`src/rtl/lpc_tgt_pkg.sv`:
```
package lpc_tgt_pkg;

    typedef enum logic [3:0] {
        ST_IDLE,
        ST_START,
        ST_ADDR,
        ST_WDATA,
        ST_TAR1,
        ST_SYNC,
        ST_RDATA,
        ST_TAR2,
        ST_SKIP
    } tgt_state_e;

    localparam logic [3:0] NIB_START_TARGET = 4'h0;
    localparam logic [2:0] CT_IO_RD_HI      = 3'b000;
    localparam logic [2:0] CT_IO_WR_HI      = 3'b001;
    localparam logic [3:0] SYNC_READY       = 4'h0;
    localparam logic [3:0] SYNC_SHORT       = 4'h5;
    localparam logic [3:0] SYNC_ERROR       = 4'hA;
    localparam logic [3:0] NIB_RELEASE      = 4'hF;

endpackage

```
`src/rtl/lpc_tgt_regfile.sv`:
```
module lpc_tgt_regfile #(
    parameter int                   NUM_REGS  = 4,
    parameter int                   DW        = 8,
    parameter logic [NUM_REGS-1:0]  IMPL_MASK = {NUM_REGS{1'b1}},
    localparam int                  IW        = $clog2(NUM_REGS)
) (
    input  logic          clk,
    input  logic          rst_n,
    input  logic          wr_en,
    input  logic [IW-1:0] wr_idx,
    input  logic [DW-1:0] wr_data,
    input  logic [IW-1:0] rd_idx,
    output logic [DW-1:0] rd_data,
    output logic          rd_impl
);

    logic [NUM_REGS-1:0][DW-1:0] regs_q;

    for (genvar g = 0; g < NUM_REGS; g++) begin : g_reg
        if (IMPL_MASK[g]) begin : g_impl
            always_ff @(posedge clk or negedge rst_n) begin
                if (!rst_n) begin
                    regs_q[g] <= '0;
                end else if (wr_en && (wr_idx == IW'(g))) begin
                    regs_q[g] <= wr_data;
                end
            end
        end else begin : g_hole
            assign regs_q[g] = '0;
        end
    end

    assign rd_data = regs_q[rd_idx];
    assign rd_impl = IMPL_MASK[rd_idx];

endmodule

```
`src/rtl/lpc_tgt_match.sv`:
```
module lpc_tgt_match #(
    parameter int              AW        = 16,
    parameter logic [AW-1:0]   BASE_ADDR = '0,
    parameter int              NUM_REGS  = 4,
    localparam int             IW        = $clog2(NUM_REGS)
) (
    input  logic [AW-1:0] addr,
    output logic          hit
);

    assign hit = (addr[AW-1:IW] == BASE_ADDR[AW-1:IW]);

endmodule

```
`src/rtl/lpc_tgt_drive.sv`:
```
module lpc_tgt_drive
    import lpc_tgt_pkg::*;
#(
    parameter int CW          = 2,
    parameter int WAIT_STATES = 2
) (
    input  tgt_state_e    st,
    input  logic [CW-1:0] cnt,
    input  logic          impl,
    input  logic [7:0]    rdata,
    output logic [3:0]    nib,
    output logic          oe
);

    localparam logic [CW-1:0] WAIT_C = CW'(WAIT_STATES);

    always_comb begin
        nib = 4'h0;
        oe  = 1'b0;
        case (st)
            ST_SYNC: begin
                oe = 1'b1;
                if (cnt != WAIT_C) begin
                    nib = SYNC_SHORT;
                end else if (impl) begin
                    nib = SYNC_READY;
                end else begin
                    nib = SYNC_ERROR;
                end
            end
            ST_RDATA: begin
                oe  = 1'b1;
                nib = cnt[0] ? rdata[7:4] : rdata[3:0];
            end
            ST_TAR2: begin
                if (!cnt[0]) begin
                    oe  = 1'b1;
                    nib = NIB_RELEASE;
                end
            end
            default: begin
                oe = 1'b0;
            end
        endcase
    end

endmodule

```
`src/rtl/lpc_io_target.sv`:
```
module lpc_io_target
    import lpc_tgt_pkg::*;
#(
    parameter logic [15:0]         BASE_ADDR   = 16'h0060,
    parameter int                  NUM_REGS    = 4,
    parameter int                  WAIT_STATES = 2,
    parameter logic [NUM_REGS-1:0] IMPL_MASK   = {NUM_REGS{1'b1}} >> 1
) (
    input  logic       clk,
    input  logic       bus_rst_n,
    input  logic       bus_frame_n,
    input  logic [3:0] nib_in,
    output logic [3:0] nib_out,
    output logic       nib_oe
);

    localparam int AW = 16;
    localparam int DW = 8;
    localparam int IW = $clog2(NUM_REGS);
    localparam int CW = (WAIT_STATES > 3) ? 3 : 2;
    localparam logic [CW-1:0] WAIT_C    = CW'(WAIT_STATES);
    localparam logic [CW-1:0] ADDR_LAST = CW'(AW / 4 - 1);

    typedef struct packed {
        tgt_state_e    st;
        logic [CW-1:0] cnt;
        logic          is_wr;
        logic [3:0]    start;
        logic [AW-1:0] addr;
        logic [DW-1:0] wdata;
    } ctx_t;

    localparam ctx_t CTX_RST = '{st: ST_IDLE, cnt: '0, is_wr: 1'b0,
                                 start: NIB_RELEASE, addr: '0, wdata: '0};

    ctx_t          ctx_q, ctx_d;
    logic [AW-1:0] addr_next;
    logic          hit_next;
    logic          wr_fire;
    logic [DW-1:0] rd_data;
    logic          rd_impl;
    tgt_state_e    state_now;

    assign addr_next = {ctx_q.addr[AW-5:0], nib_in};
    assign state_now = ctx_q.st;

    lpc_tgt_match #(
        .AW        (AW),
        .BASE_ADDR (BASE_ADDR),
        .NUM_REGS  (NUM_REGS)
    ) u_match (
        .addr (addr_next),
        .hit  (hit_next)
    );

    lpc_tgt_regfile #(
        .NUM_REGS  (NUM_REGS),
        .DW        (DW),
        .IMPL_MASK (IMPL_MASK)
    ) u_regs (
        .clk     (clk),
        .rst_n   (bus_rst_n),
        .wr_en   (wr_fire),
        .wr_idx  (ctx_q.addr[IW-1:0]),
        .wr_data (ctx_q.wdata),
        .rd_idx  (ctx_q.addr[IW-1:0]),
        .rd_data (rd_data),
        .rd_impl (rd_impl)
    );

    lpc_tgt_drive #(
        .CW          (CW),
        .WAIT_STATES (WAIT_STATES)
    ) u_drive (
        .st    (ctx_q.st),
        .cnt   (ctx_q.cnt),
        .impl  (rd_impl),
        .rdata (rd_data),
        .nib   (nib_out),
        .oe    (nib_oe)
    );

    always_comb begin
        ctx_d   = ctx_q;
        wr_fire = 1'b0;
        if (!bus_frame_n) begin
            // framing strobe low: (re)start, last nibble wins
            ctx_d.st    = ST_START;
            ctx_d.start = nib_in;
            ctx_d.cnt   = '0;
        end else begin
            case (ctx_q.st)
                ST_START: begin
                    ctx_d.cnt = '0;
                    if (ctx_q.start != NIB_START_TARGET) begin
                        ctx_d.st = ST_SKIP;
                    end else if (nib_in[3:1] == CT_IO_RD_HI) begin
                        ctx_d.st    = ST_ADDR;
                        ctx_d.is_wr = 1'b0;
                    end else if (nib_in[3:1] == CT_IO_WR_HI) begin
                        ctx_d.st    = ST_ADDR;
                        ctx_d.is_wr = 1'b1;
                    end else begin
                        ctx_d.st = ST_SKIP;
                    end
                end
                ST_ADDR: begin
                    ctx_d.addr = addr_next;
                    if (ctx_q.cnt == ADDR_LAST) begin
                        ctx_d.cnt = '0;
                        if (!hit_next) begin
                            ctx_d.st = ST_SKIP;
                        end else if (ctx_q.is_wr) begin
                            ctx_d.st = ST_WDATA;
                        end else begin
                            ctx_d.st = ST_TAR1;
                        end
                    end else begin
                        ctx_d.cnt = ctx_q.cnt + 1'b1;
                    end
                end
                ST_WDATA: begin
                    if (!ctx_q.cnt[0]) begin
                        ctx_d.wdata[3:0] = nib_in;
                        ctx_d.cnt        = ctx_q.cnt + 1'b1;
                    end else begin
                        ctx_d.wdata[7:4] = nib_in;
                        ctx_d.cnt        = '0;
                        ctx_d.st         = ST_TAR1;
                    end
                end
                ST_TAR1: begin
                    if (!ctx_q.cnt[0]) begin
                        ctx_d.cnt = ctx_q.cnt + 1'b1;
                    end else begin
                        ctx_d.cnt = '0;
                        ctx_d.st  = ST_SYNC;
                    end
                end
                ST_SYNC: begin
                    if (ctx_q.cnt != WAIT_C) begin
                        ctx_d.cnt = ctx_q.cnt + 1'b1;
                    end else begin
                        ctx_d.cnt = '0;
                        if (!rd_impl) begin
                            ctx_d.st = ST_TAR2;
                        end else if (ctx_q.is_wr) begin
                            wr_fire  = 1'b1;
                            ctx_d.st = ST_TAR2;
                        end else begin
                            ctx_d.st = ST_RDATA;
                        end
                    end
                end
                ST_RDATA: begin
                    if (!ctx_q.cnt[0]) begin
                        ctx_d.cnt = ctx_q.cnt + 1'b1;
                    end else begin
                        ctx_d.cnt = '0;
                        ctx_d.st  = ST_TAR2;
                    end
                end
                ST_TAR2: begin
                    if (!ctx_q.cnt[0]) begin
                        ctx_d.cnt = ctx_q.cnt + 1'b1;
                    end else begin
                        ctx_d.cnt = '0;
                        ctx_d.st  = ST_IDLE;
                    end
                end
                default: begin
                    ctx_d.st = ctx_q.st;
                end
            endcase
        end
    end

    always_ff @(posedge clk or negedge bus_rst_n) begin
        if (!bus_rst_n) begin
            ctx_q <= CTX_RST;
        end else begin
            ctx_q <= ctx_d;
        end
    end

endmodule

```
`config.mk`:
```
export PLATFORM = sky130hd
export DESIGN_NAME = lpc_io_target
export DESIGN_NICKNAME = d
export VERILOG_FILES = /design/src/rtl/lpc_tgt_pkg.sv /design/src/rtl/lpc_tgt_regfile.sv /design/src/rtl/lpc_tgt_match.sv /design/src/rtl/lpc_tgt_drive.sv /design/src/rtl/lpc_io_target.sv
export SDC_FILE = /design/constraint.sdc
export NUM_CORES = 1
export LEC_CHECK = 0
export BUFFER_PORTS_ARGS = -buffer_cell sky130_fd_sc_hd__buf_4
export CAP_MARGIN = 10
export CORE_MARGIN = 2
export CORE_UTILIZATION = 61
export DETAILED_ROUTE_END_ITERATION = 6
export PLACE_DENSITY_LB_ADDON = 0.25
export SLEW_MARGIN = 15
export SYNTH_ARGS = -nofsm -noshare
export SYNTH_HDL_FRONTEND = slang
export SYNTH_HIERARCHICAL = 1
export SYNTH_SLANG_ARGS = --single-unit
```
`constraint.sdc`:
```
create_clock -name clk -period 2.72 [get_ports clk]
set_clock_uncertainty 0.1 [all_clocks]
set_input_delay 0 -clock clk [delete_from_list [all_inputs] [get_ports clk]]
set_output_delay 0 -clock clk [all_outputs]
set_load 0.03 [all_outputs]
```
Word level (Yosys, flattened, before mapping)
Cells that the tools add are included.
- input port bits: 7
- output and inout bits: 5
- memory bits (writable): 0
- bits in read-only memories: 0
- logic and storage cells: 86
- register bits: 55
- latch bits: 0
- memories kept: 0
- add/sub/neg operators: 1
- eq/ne operators: 21
- multiplexer cells: 37
- order comparisons: 1
- div/mod/pow operators: 0
- multiply operators: 0
- reductions and logical operators: 14
- bitwise operators: 2
- shifts and indexed selects: 0
- operators with widths (cell ; number):
    $mux W4 ; 15
    $pmux W4 S7 ; 1
    $ne A3 B3 Y1 const B ; 6
    $bmux W8 S2 ; 1
    $eq A4 B3 Y1 const B ; 4
    $eq A14 B5 Y1 const B ; 1
    $pmux W4 S3 ; 1
    $mux W1 ; 10
    $eq A4 B2 Y1 const B ; 2
    $mux W8 ; 1
    $ne A8 B1 Y1 const B ; 1
    $pmux W2 S4 ; 1
    $reduce_and A7 Y1 ; 1
    $mux W2 ; 3
    $mux W6 ; 1
    $reduce_and A3 Y1 ; 2
    $ne A5 B2 Y1 const B ; 1
    $eq A2 B2 Y1 const B ; 2
    $eq A4 B1 Y1 const B ; 1
    $reduce_and A4 Y1 ; 1
    $reduce_bool A4 Y1 ; 1
    $reduce_or A4 Y1 ; 1
    $eq A3 B1 Y1 const B ; 1
    $logic_and A1 B1 Y1 ; 3
    13 further kinds ; 14

Logic depth before layout (Yosys ltp)
- depth after elaboration: 7
- depth in mapped cells: 7
- depth with buffers taken out: 7

Hierarchy
Netlist, hierarchy kept.
- by module, submodules not included (module ; cells an instance ; area each (um^2) ; instances):
    lpc_io_target ; 130 ; 1540.2 ; 1
    lpc_tgt_regfile ; 72 ; 1086.0 ; 1
    lpc_tgt_drive ; 18 ; 135.1 ; 1
    lpc_tgt_match ; 5 ; 36.3 ; 1

Least setup slack after synthesis
OpenSTA, ideal clock, no wires.
- kind: flip-flop to flip-flop
- start point: register ctx_q, in the netlist addr_next[5]
- end point: register u_regs/regs_q[0] (netlist bit)
- stages on the path, launching flop included: 7
- setup slack: 0.330 ns
- period minus slack after synthesis: 2.390 ns
- library setup time: 0.125 ns
- data arrival time: 2.166 ns
- cell sequence: dfrtp_1 > buf_2 > nand2_1 > nand4_1 > nor4b_1 > nor3b_4 > mux2_2
- cells in the longest elaborated chain, start to end: 7
- elaborated cells on any way between the ends: 8
- those cells by class: mux (6); reduce/logical (2)
- ends and longest elaborated chain (item ; line ; text):
    start, declared ; lpc_io_target.sv:36 ; ctx_t ctx_q, ctx_d;
    start signal, assigned ; lpc_io_target.sv:182 ; ctx_q <= ctx_d;
    $bmux W1 S2 ; lpc_tgt_regfile.sv:34 ; assign rd_impl = IMPL_MASK[rd_idx];
    $mux W1 (implied by the code) ; lpc_tgt_regfile.sv:34 ;
    net rd_impl ; lpc_io_target.sv:41 ; logic rd_impl;
    $mux W1 ; lpc_io_target.sv:145 ; if (!rd_impl) begin
    $mux W1 ; lpc_io_target.sv:141 ; if (ctx_q.cnt != WAIT_C) begin
    $mux W1 ; lpc_io_target.sv:92 ; case (ctx_q.st)
    $mux W1 ; lpc_io_target.sv:86 ; if (!bus_frame_n) begin
    net wr_fire ; lpc_io_target.sv:39 ; logic wr_fire;
    $logic_and A1 B1 Y1 ; lpc_tgt_regfile.sv:24 ; end else if (wr_en && (wr_idx == IW'(g))) begin
    end signal, assigned by index ; lpc_tgt_regfile.sv:25 ; regs_q[g] <= wr_data;
    end, declared ; lpc_tgt_regfile.sv:17 ; logic [NUM_REGS-1:0][DW-1:0] regs_q;
The timed path passes the listed nets, and every way through them passes these cells. The select of a mux whose other input is x is not followed.
A chain may end at the register's enable or synchronous reset.

Final worst setup path
- start point: register ctx_q, in the netlist addr_next[4]
- end point: output port nib_out[3]
- elaborated cells on any way between the ends: 8
- those cells by class: mux (8)
- RTL lines (item ; line ; text):
    $bmux W8 S2 ; lpc_tgt_regfile.sv:33 ; assign rd_data = regs_q[rd_idx];
    $mux W8 (implied by the code) ; lpc_tgt_regfile.sv:33 ;
    net rd_data[3] ; lpc_io_target.sv:40 ; logic [DW-1:0] rd_data;
    $mux W4 ; lpc_tgt_drive.sv:33 ; nib = cnt[0] ? rdata[7:4] : rdata[3:0];
    $pmux W4 S3 ; lpc_tgt_drive.sv:20 ; case (st)
    end, declared ; lpc_io_target.sv:13 ; output logic [3:0] nib_out,
The timed path passes the listed nets, and every way through them passes these cells. The select of a mux whose other input is x is not followed.

==> flow_metrics.py <==
metrics = {
    "run_status": {
        "status": "completed",
    },
    "timing": {
        "period_needed_ns": 2.310,
        "period_share": 0.8494,
        "fmax_ghz": 0.4328,
        "relSlewSlack": 0.5330,
        "worstMarginPinSlew_ns": 0.6990,
        "slew_violations": 0,
        "tns_ns": 0,
        "setup_violations": 0,
        "rsz0062_at_grt": "false",
        "hold_viol": 0,
    },
    "route": {
        "drt_iter0_drc": 122,
        "viasPerCell": 6.111,
        "num_vias": 1821,
        "drc_errors": 0,
        "routedWlPerCell_um": 17.58,
        "drtPass1Iterations": 5,
        "antenna_left": 0,
        "routed_wl_mm": 5.238,
    },
    "cells_and_area": {
        "fillCellCount": 328,
        "layout_commonest_cell": "dfrtp_1",
        "diodes": 0,
        "layout_common_cells": "dfrtp_1 (51), mux2_2 (49), buf_4 (18), mux2i_1 (13), o2bb2ai_1 (9)",
        "drive_gt1_frac": 0.3455,
        "fin_util": 0.7038,
        "fin_cells": 298,
        "final_nets": 257,
        "area_growth_pct": 10.29,
    },
    "synthesis": {
        "yosysWarnings": 6,
        "synth.distinct_cells": 46,
        "synth_area_um2": 2798,
        "ys_seq_area_frac": 0.4937,
        "synth_top_area_share": 0.4562,
        "synthFlopType": "dfrtp_1",
        "synth_edf_count": 0,
        "syn-num-nets": 237,
        "synthTopCellsByArea": "dfrtp_1 (46%), mux2_2 (20%), mux2i_1 (4.7%)",
        "yosysTopAreaCell": "dfrtp_1",
        "synth_area_per_cell_um2": 12.43,
        "syn_inst": 225,
        "synth_seq_cells": 55,
        "ys_async_sr_fraction": 1.000,
    },
    "setup_path": {
        "cp_data_arrival_time_ns": 2.21,
        "cp_common_cell": "buf_4",
        "setup.worst_path.class": "flip-flop to output pin",
        "start_kind": "flip-flop",
        "cp_top_family": "simple AND/OR/NAND/NOR gates",
        "critPathMaxStageDelay_ns": 0.60,
        "critPathBufInv": 2,
        "crit_slowest_cell": "nor2b_1",
        "crit_chain": "buf_4 > nor2b_1 > o2bb2ai_1 > mux2i_1 > o22ai_1 > buf_4",
        "cp_max_fo": 14,
        "cp-end-kind": "output pin",
        "required_ns": 2.62,
    },
    "floorplan": {
        "die_h_um": 71.72,
        "dieArea_um2": 5144,
        "design.core.area_um2": 4384,
        "start_util": 0.6381,
        "ioPinCount": 12,
        "num_rows": 24,
        "fp.dieW_um": 71.72,
    },
    "power_and_ir_drop": {
        "powerDensity_nw_per_um2": 491.7,
        "ir_drop_mv": 0.4320,
        "p_leak_nw": 1.410,
    },
    "clock_tree": {
        "cts.clk_slew.worst_paths_ns": 0.09,
        "clock_tree.buffer_depth": 2,
        "cts_max_level": 2,
        "cts_tree": "yes",
        "cts-buffers-inserted": 5,
        "cts_sinks": 55,
        "cts-root-buf": "clkbuf_8",
        "holdBufCountCts": 6,
        "clk_latency_ns": 0.31,
        "cts_resized": 0,
        "postCtsSetupRepairBufs": 0,
    },
    "grt": {
        "grt_pass1_vias": 1827,
        "overflow": 0,
        "grt_pass1_wl_mm": 9.066,
        "track_usage": 0.2326,
        "grt_antenna_before_repair": 0,
        "grt_max_degree": 56,
    },
    "placed_design": {
        "portBuffers": 11,
        "dp_hpwl_mm": 3.538,
        "place.gp.congestion": 0.8987,
        "place_inst": 284,
    },
    "min_path": {
        "min_path_type": "input port to asynchronous set/reset pin",
    },
    "flow_run": {
        "maxCapViolCount": 0,
    },
}
logic make-up (layout without fill, tap and decap cells):
logic type               after synthesis  after routing  share of synthesized area
adder cells (fa/ha/maj)                5              5                    0.02236
AO/OA/AOI/OAI                         35             35                    0.09258
multiplexers                          62             62                     0.2437
flip-flops                            55             55                     0.4937
buffers and inverters                 16             37                    0.02728
AND/OR/NAND/NOR                       52             52                     0.1203
registers in the layout, indices dropped and copies added, names as in the netlist:
register	flops
addr_next	12
ctx_q	15
state_now	4
u_regs/regs_q	24
layer usage:
layer / global-route usage / up-vias / routed length, um
li1: - / 872 / -
met2: 0.3663 / 35 / 2507
met1: 0.3283 / 910 / 2482
met3: 0.04923 / 4 / 189
met5: 0 / - / 0
met4: 0.06918 / 0 / 57
power breakdown:
part / leakage (nW) / switching, mW / internal (mW)
registers: 0.740 / 0.0349 / 0.858
logic: 0.629 / 0.102 / 0.0851
clock network: 0.0412 / 0.256 / 0.180
worst paths after layout:
path                              startpoint           endpoint  slack (ns)  cells past startpoint
max                             addr_next[4]         nib_out[3]        0.41                      6
min                                bus_rst_n       state_now[3]        0.16                      2
max reg2reg                        ctx_q[29]   u_regs/regs_q[0]        0.42                      7
min reg2reg                u_regs/regs_q[17]  u_regs/regs_q[17]        0.41                      1
max in group asynchronous          bus_rst_n  u_regs/regs_q[23]        1.90                      2
min in group clk                   nib_in[0]       addr_next[4]        0.41                      3
metrics by stage:
| stage | cell area [um^2] | hold slack (ns) | setup slack [ns] | power, mW |
|---|---|---|---|---|
| after global routing | 3085 | 0.2533 | 0.2461 | 1.593 |
| after CTS | 3085 | 0.1958 | 0.4069 | 1.528 |
| final | 3085 | 0.1591 | 0.4096 | 1.517 |
| after global placement | 2940 | -0.01342 | 0.4849 | 1.087 |
| after detailed placement | 2940 | -0.02095 | 0.4729 | 1.091 |
| after floorplan | 2798 | -0.3956 | 0.3295 | 1.020 |
cell type report:
type                            instances  area, um^2  share of cell area
Clock buffer                            6       72.57             0.02352
Multi-Input combinational cell        154        1340              0.4343
Tap cell                               52       65.06             0.02109
Sequential cell                        55        1381              0.4477
Clock inverter                          2       12.51            0.004055
Timing Repair Buffer                   24       195.2             0.06326
Inverter                                5       18.77            0.006083
cells in the mapped netlist (2+ instances only):
cell type and count:
nor2b_1 5, dfstp_2 4, or3_1 2, nand4_1 3, a22oi_1 2, nand3b_2 2
o211ai_1 2, mux2_2 49, inv_1 4, buf_2 4, o21ai_1 2, o2bb2ai_1 9
a22o_1 3, nand3b_1 2, dfrtp_1 51, o22ai_1 3, clkbuf_1 5, o21ai_0 3
ha_1 5, nand3_1 2, nand2_1 7, nor4_1 3, a21oi_1 4, o21a_1 2
mux2i_1 13, nor4b_1 3, nand2b_1 4, or3b_1 2, nor2_1 8
No activity file was read; power rests on OpenSTA's default activity.
